--- src/rtl/wake_mon_pkg.sv ---
package wake_mon_pkg;

  typedef enum logic [1:0] {
    PM_NORMAL  = 2'd0,
    PM_STANDBY = 2'd1,
    PM_SLEEP   = 2'd2,
    PM_STOP    = 2'd3
  } pmode_e;

  typedef enum logic [1:0] {
    SENSE_OFF  = 2'b00,
    SENSE_HIGH = 2'b01,
    SENSE_LOW  = 2'b10,
    SENSE_ANY  = 2'b11
  } sense_e;

  localparam int SENSE_W = 2;

  function automatic logic is_low_power(input pmode_e m);
    return (m == PM_SLEEP) || (m == PM_STOP);
  endfunction

endpackage

--- src/rtl/wake_pin_sync.sv ---
module wake_pin_sync #(
  parameter int W      = 4,
  parameter int STAGES = 2
) (
  input  logic         clk,
  input  logic         rst_n,
  input  logic [W-1:0] async_i,
  output logic [W-1:0] sync_o
);

  logic [W-1:0] chain_q [STAGES];
  logic [W-1:0] chain_d [STAGES];

  always_comb begin
    chain_d[0] = async_i;
    for (int s = 1; s < STAGES; s++) begin
      chain_d[s] = chain_q[s-1];
    end
  end

  always_ff @(posedge clk or negedge rst_n) begin
    if (!rst_n) begin
      for (int s = 0; s < STAGES; s++) begin
        chain_q[s] <= '0;
      end
    end else begin
      for (int s = 0; s < STAGES; s++) begin
        chain_q[s] <= chain_d[s];
      end
    end
  end

  assign sync_o = chain_q[STAGES-1];

endmodule

--- src/rtl/wake_level_qual.sv ---
module wake_level_qual
  import wake_mon_pkg::*;
#(
  parameter int N_PINS = 4,
  parameter int GROUP  = 2
) (
  input  logic [N_PINS-1:0]                  level_i,
  input  logic [SENSE_W*(N_PINS/GROUP)-1:0]  cfg_i,
  output logic [N_PINS-1:0]                  hit_o
);

  localparam int N_GRP = N_PINS / GROUP;

  for (genvar g = 0; g < N_GRP; g++) begin : g_grp
    sense_e grp_sense;
    assign grp_sense = sense_e'(cfg_i[SENSE_W*g +: SENSE_W]);

    for (genvar p = 0; p < GROUP; p++) begin : g_pin
      localparam int IDX = g * GROUP + p;
      logic pin_hit;

      always_comb begin
        unique case (grp_sense)
          SENSE_HIGH: pin_hit = level_i[IDX];
          SENSE_LOW:  pin_hit = ~level_i[IDX];
          SENSE_ANY:  pin_hit = 1'b1;
          default:    pin_hit = 1'b0;
        endcase
      end

      assign hit_o[IDX] = pin_hit;
    end
  end

endmodule

--- src/rtl/wake_src_latch.sv ---
module wake_src_latch #(
  parameter int N_PINS = 4
) (
  input  logic              clk,
  input  logic              rst_n,
  input  logic [N_PINS-1:0] hit_i,
  input  logic [N_PINS-1:0] level_i,
  input  logic              low_power_i,
  input  logic              in_stop_i,
  input  logic              rd_stb_i,
  input  logic              wdt_to_i,
  output logic [N_PINS-1:0] rd_data_o,
  output logic              wake_req_o
);

  logic [N_PINS-1:0] src_q, src_d;
  logic              seen_q, seen_d;
  logic              stop_q, stop_d;
  logic              req_q, req_d;

  logic [N_PINS-1:0] fresh;
  logic              first_rd;
  logic              wdt_clr;
  logic              src_en;
  logic              seen_en;

  always_comb begin
    fresh    = low_power_i ? (hit_i & ~src_q) : '0;
    first_rd = rd_stb_i & ~seen_q;
    wdt_clr  = wdt_to_i & stop_q & ~seen_q;
    req_d    = |fresh;
    src_en   = first_rd | wdt_clr | req_d;
    src_d    = ((first_rd | wdt_clr) ? '0 : src_q) | fresh;
    seen_en  = req_d | rd_stb_i;
    seen_d   = req_d ? 1'b0 : 1'b1;
    stop_d   = in_stop_i;
  end

  always_ff @(posedge clk or negedge rst_n) begin
    if (!rst_n) begin
      src_q  <= '0;
      seen_q <= 1'b0;
      stop_q <= 1'b0;
      req_q  <= 1'b0;
    end else begin
      req_q <= req_d;
      if (src_en)  src_q  <= src_d;
      if (seen_en) seen_q <= seen_d;
      if (req_d)   stop_q <= stop_d;
    end
  end

  assign rd_data_o  = seen_q ? level_i : src_q;
  assign wake_req_o = req_q;

  // nothing new latches while awake
  a_r5_no_latch_awake: assert property (@(posedge clk) disable iff (!rst_n)
    !low_power_i |=> ((src_q & ~$past(src_q)) == '0));

  // a request always comes with fresh source bits
  a_r4_req_has_src: assert property (@(posedge clk) disable iff (!rst_n)
    wake_req_o |-> (src_q != '0));

  // a new event leaves the read-done flag clear
  a_r7_event_clears_flag: assert property (@(posedge clk) disable iff (!rst_n)
    wake_req_o |-> !seen_q);

  // stop-origin timeout before the first read empties the sources
  a_r8_stop_wdt_clear: assert property (@(posedge clk) disable iff (!rst_n)
    (wdt_to_i && stop_q && !seen_q && !low_power_i) |=> (src_q == '0));

  // sleep-origin timeout keeps every latched bit
  a_r9_sleep_wdt_keep: assert property (@(posedge clk) disable iff (!rst_n)
    (wdt_to_i && !stop_q && !rd_stb_i) |=> (($past(src_q) & ~src_q) == '0));

  // a read while awake leaves the flag set
  a_r6_read_sets_flag: assert property (@(posedge clk) disable iff (!rst_n)
    (rd_stb_i && !low_power_i) |=> seen_q);

endmodule

--- src/rtl/wake_input_monitor.sv ---
module wake_input_monitor
  import wake_mon_pkg::*;
#(
  parameter int N_PINS      = 4,
  parameter int GROUP       = 2,
  parameter int SYNC_STAGES = 2
) (
  input  logic                                 clk,
  input  logic                                 rst_n,
  input  logic [N_PINS-1:0]                    wake_pin_i,
  input  logic [1:0]                           pmode_i,
  input  logic                                 cfg_we_i,
  input  logic [SENSE_W*(N_PINS/GROUP)-1:0]    cfg_wdata_i,
  input  logic                                 rd_stb_i,
  output logic [N_PINS-1:0]                    rd_data_o,
  input  logic                                 wdt_to_i,
  output logic                                 wake_req_o
);

  localparam int CFG_W     = SENSE_W * (N_PINS / GROUP);
  localparam int RST_STAGE = 2;

  // reset: asserted asynchronously, released on the clock
  logic [RST_STAGE-1:0] rst_sync_q;
  logic                 rst_int_n;

  always_ff @(posedge clk or negedge rst_n) begin
    if (!rst_n) rst_sync_q <= '0;
    else        rst_sync_q <= {rst_sync_q[RST_STAGE-2:0], 1'b1};
  end
  assign rst_int_n = rst_sync_q[RST_STAGE-1];

  // control register
  logic [CFG_W-1:0] cfg_q, cfg_d;

  always_comb begin
    cfg_d = cfg_we_i ? cfg_wdata_i : cfg_q;
  end

  always_ff @(posedge clk or negedge rst_int_n) begin
    if (!rst_int_n) cfg_q <= '0;
    else            cfg_q <= cfg_d;
  end

  // mode decode
  pmode_e mode_w;
  logic   low_power;
  logic   in_stop;

  assign mode_w    = pmode_e'(pmode_i);
  assign low_power = is_low_power(mode_w);
  assign in_stop   = (mode_w == PM_STOP);

  logic [N_PINS-1:0] pin_sync;
  logic [N_PINS-1:0] pin_hit;

  wake_pin_sync #(
    .W      (N_PINS),
    .STAGES (SYNC_STAGES)
  ) u_sync (
    .clk     (clk),
    .rst_n   (rst_int_n),
    .async_i (wake_pin_i),
    .sync_o  (pin_sync)
  );

  wake_level_qual #(
    .N_PINS (N_PINS),
    .GROUP  (GROUP)
  ) u_qual (
    .level_i (pin_sync),
    .cfg_i   (cfg_q),
    .hit_o   (pin_hit)
  );

  wake_src_latch #(
    .N_PINS (N_PINS)
  ) u_latch (
    .clk         (clk),
    .rst_n       (rst_int_n),
    .hit_i       (pin_hit),
    .level_i     (pin_sync),
    .low_power_i (low_power),
    .in_stop_i   (in_stop),
    .rd_stb_i    (rd_stb_i),
    .wdt_to_i    (wdt_to_i),
    .rd_data_o   (rd_data_o),
    .wake_req_o  (wake_req_o)
  );

  // with every pair off, no request can follow
  a_r2_all_off_quiet: assert property (@(posedge clk) disable iff (!rst_int_n)
    (cfg_q == '0) |=> !wake_req_o);

  // a write lands in the control register at that edge
  a_r11_cfg_load: assert property (@(posedge clk) disable iff (!rst_int_n)
    cfg_we_i |=> (cfg_q == $past(cfg_wdata_i)));

endmodule

--- config.mk ---
export PLATFORM = sky130hd
export DESIGN_NAME = wake_input_monitor
export DESIGN_NICKNAME = d
export VERILOG_FILES = /design/src/rtl/wake_mon_pkg.sv /design/src/rtl/wake_pin_sync.sv /design/src/rtl/wake_level_qual.sv /design/src/rtl/wake_src_latch.sv /design/src/rtl/wake_input_monitor.sv
export SDC_FILE = /design/constraint.sdc
export NUM_CORES = 1
export LEC_CHECK = 0
export BUFFER_PORTS_ARGS = -buffer_cell sky130_fd_sc_hd__buf_2
export CELL_PAD_IN_SITES_DETAIL_PLACEMENT = 0
export CELL_PAD_IN_SITES_GLOBAL_PLACEMENT = 1
export CORE_AREA = 2 2 44 56
export DETAILED_ROUTE_END_ITERATION = 8
export DIE_AREA = 0 0 46 58
export MAX_ROUTING_LAYER = met4
export PLACE_DENSITY_LB_ADDON = 0.1
export SLEW_MARGIN = 30
export SYNTH_ARGS = -nofsm -noshare
export SYNTH_HDL_FRONTEND = slang
export SYNTH_SLANG_ARGS = --single-unit
--- constraint.sdc ---
create_clock -name clk -period 1 [get_ports clk]
set_input_delay 0 -clock clk [delete_from_list [all_inputs] [get_ports clk]]
set_output_delay 0 -clock clk [all_outputs]
set_load 0.03 [all_outputs]
==> out/qor.txt <==
Status: finished, violations left
Failing checks: setup timing
Overall Global Routing Usage: 12.3%
R2R Setup Slk: -0.33 ns
Crit path from: u_sync.sync_o[0]
Post-placement cell count: 97
Area of the multi-input gates: 285 um^2
First-pass GRT wire length: 2.41 mm
P_leak: 0.606 nW
Peak VDD IR: 1.22 mV
Gate Count Post-Synth: 50
Drc violations: 0
Drt first-iter violations: 1
Number of global-route vias before repair: 599
Max-Cap Viols: 0
CTS tree: done
Required time at the worst-slack endpoint: 1.23 ns
Core area: 0.00214 mm^2
CTS buffer count: 3
Port Buffer Count: 19
Design Area, Final: 0.00121 mm^2
Routability congestion estimate: 0.713
Initial Util: 37.4%
Final setup viols: 11
DRT Pass-1 Iters: 2
Slew Viols, Final: 0
Unrepaired setup endpoints after global routing: true
CTS H-tree lvls: 1
# IOs: 20
Post-synthesis sequential area ratio: 65.6%
DR vias: 537
Setup tns final: -2.38 ns
Worst-Skew Late Latency: 0.29 ns
Max Clk Rate: 753 MHz
Fillers: 180
Yosys top cell area share: 65.6%
Slack of the critical path: -0.329 ns
Largest net degree at the start of global routing: 20
Yosys top cell by area: dfrtp_1
Initial antenna violation count: 0
CTS sink cnt: 21
Root Buffer: clkbuf_4
Minimum clock period: 1.33 ns
FF-to-FF Start: u_sync.sync_o[0]
Yosys reg bits: 21
Routed Antenna Nets: 0
Nets: 112
Worst r2r dst: u_latch.stop_q
EDFF count, synth: 0
Via/cell ratio: 4.59
Top cells by count, synth: 21 x dfrtp_1, 6 x mux2_2, 5 x mux2i_1
FF/Latch Area: 527 um^2
Count leader, synth: dfrtp_1
Max Root-Sink Buffers: 2
Count of cell types in the netlist: 13
Grt ovf: 0
Primary FF master, synth: dfrtp_1
Setup Skew: 0.00847 ns
DP Wirelength: 953 um
DIE AREA: 0.00267 mm^2
Vert. Die Dim: 58 um
N_diodes: 0
Hold Crit Start: pmode_i[1]
Setup crit start kind: flop
Non-Filler Instances: 117
Final Hold Fails: 0
Worst-path clk slew: 0.12 ns
Yosys warning total: 0
Crit Path Class: flop to flop
Syn_area_per_cell: 16.0 um^2
FP Rows: 19
Hold Crit Class: input pin to flop
Sink of the worst hold path: u_latch.src_q[1]
Layout area overhead: 51.4%
Worst Reg-to-Reg Cells: 4
Syn Nets: 65
Ranking of synthesized cells by area: dfrtp_1 66%, mux2_2 8.4%, mux2i_1 6.3%
DP Area: 975 um^2
WL/cell: 12.2 um
Share of cells above drive strength 1: 46.9%
Power per cell area: 2160 mW/mm^2
Die width: 46 um
WL final: 1.43 mm
Post-synth ARST share: 100%
Hold depth: 3
Tcrit/Tclk final: 133%
Arrival time at the worst endpoint: 1.56 ns
Worst-path maximum fanout: 3
Synthesized area: 801 um^2
CP endpoint kind: flop
-- worst max-delay path, cell delays in order, from the launching register on --
cell     delay, ns
dfrtp_1       0.39
mux2i_1       0.24
nor3b_2       0.10
nor4_4        0.33
mux2i_1       0.21
-- metal layers --
layer  routed length [um]  global-route usage [%]
met4                    8                    2.45
met3                   54                    1.87
met1                  607                    15.4
met5                    0                       -
met2                  758                    20.8
-- power breakdown --
group / total [W] / internal (W) / switching (W)
clock network: 0.000394 / 0.000149 / 0.000245
logic: 0.00112 / 0.000646 / 0.000476
registers: 0.00111 / 0.00100 / 0.000106
total: 0.00262 / 0.00180 / 0.000827
-- logic make-up (layout without fill, tap and decap cells) --
| group | after synthesis | count (layout) | share of synthesized area [%] |
|---|---|---|---|
| flip-flops | 21 | 21 | 65.6 |
| AO/OA/AOI/OAI | 6 | 6 | 5.31 |
| multiplexers | 13 | 13 | 17.5 |
| buffers and inverters | 2 | 48 | 0.938 |
| AND/OR/NAND/NOR | 7 | 7 | 10.2 |
| other | 1 | 1 | 0.468 |
-- layout by cell type (no fill, tap or decap) --
cell type       n
or2_4           1
dfrtp_2         1
nor4_4          1
mux2_2          2
mux2i_1         5
buf_4           6
mux2_1          2
buf_2          15
conb_1          1
clkinv_2        1
o21a_1          1
dfrtp_1        20
clkbuf_4        3
buf_6           7
a21oi_1         1
a21o_1          4
dlygate4sd3_1  14
nand2_1         1
mux2_4          4
nor3b_2         4
inv_1           2
-- what timing repair did --
item | CTS | global route
gates cloned | 0 | 0
endpoints found under the setup margin | 11 | 11
hold buffers | 14 | 0
resized for setup | 17 | 0
hold endpoints to repair | 12 | 0
pin swaps | 5 | 2
buffers inserted | 1 | 1
-- worst max path at each step --
stage                endpoint  cells after the start
6_report       u_latch.stop_q                      4
5_1_grt        u_latch.stop_q                      4
4_1_cts          rd_data_o[0]                      3
3_5_place_dp   u_latch.stop_q                      4
3_3_place_gp   u_latch.stop_q                      4
2_1_floorplan  u_latch.stop_q                      4
-- through the flow --
step	util (%)	hold WS [ns]	setup WS, ns	power [W]
3_3_place_gp	45.6	-0.214	-0.264	0.00196
4_1_cts	56.3	0.175	-0.330	0.00265
6_report	56.7	0.177	-0.329	0.00262
3_5_place_dp	45.6	-0.212	-0.295	0.00196
2_1_floorplan	-	-0.296	-0.208	0.00163
5_1_grt	56.7	0.169	-0.444	0.00278
-- final cells by class --
cell class	count	area share, %
Sequential cell	21	43.4
Timing Repair Buffer	42	28.0
Multi-Input combinational cell	27	23.5
Tap cell	21	2.17
Clock buffer	3	1.86
Inverter	2	0.619
Clock inverter	1	0.413
-- state kept, by name, summed over array words and instances (netlist names) --
name	flops
cfg_q	4
u_latch.src_q	4
u_sync.chain_d	4
u_sync.sync_o	4
rst_sync_q	2
u_latch.seen_q	1
u_latch.stop_q	1
u_latch.wake_req_o	1
Note: power is estimated with default switching activity, not from simulation.
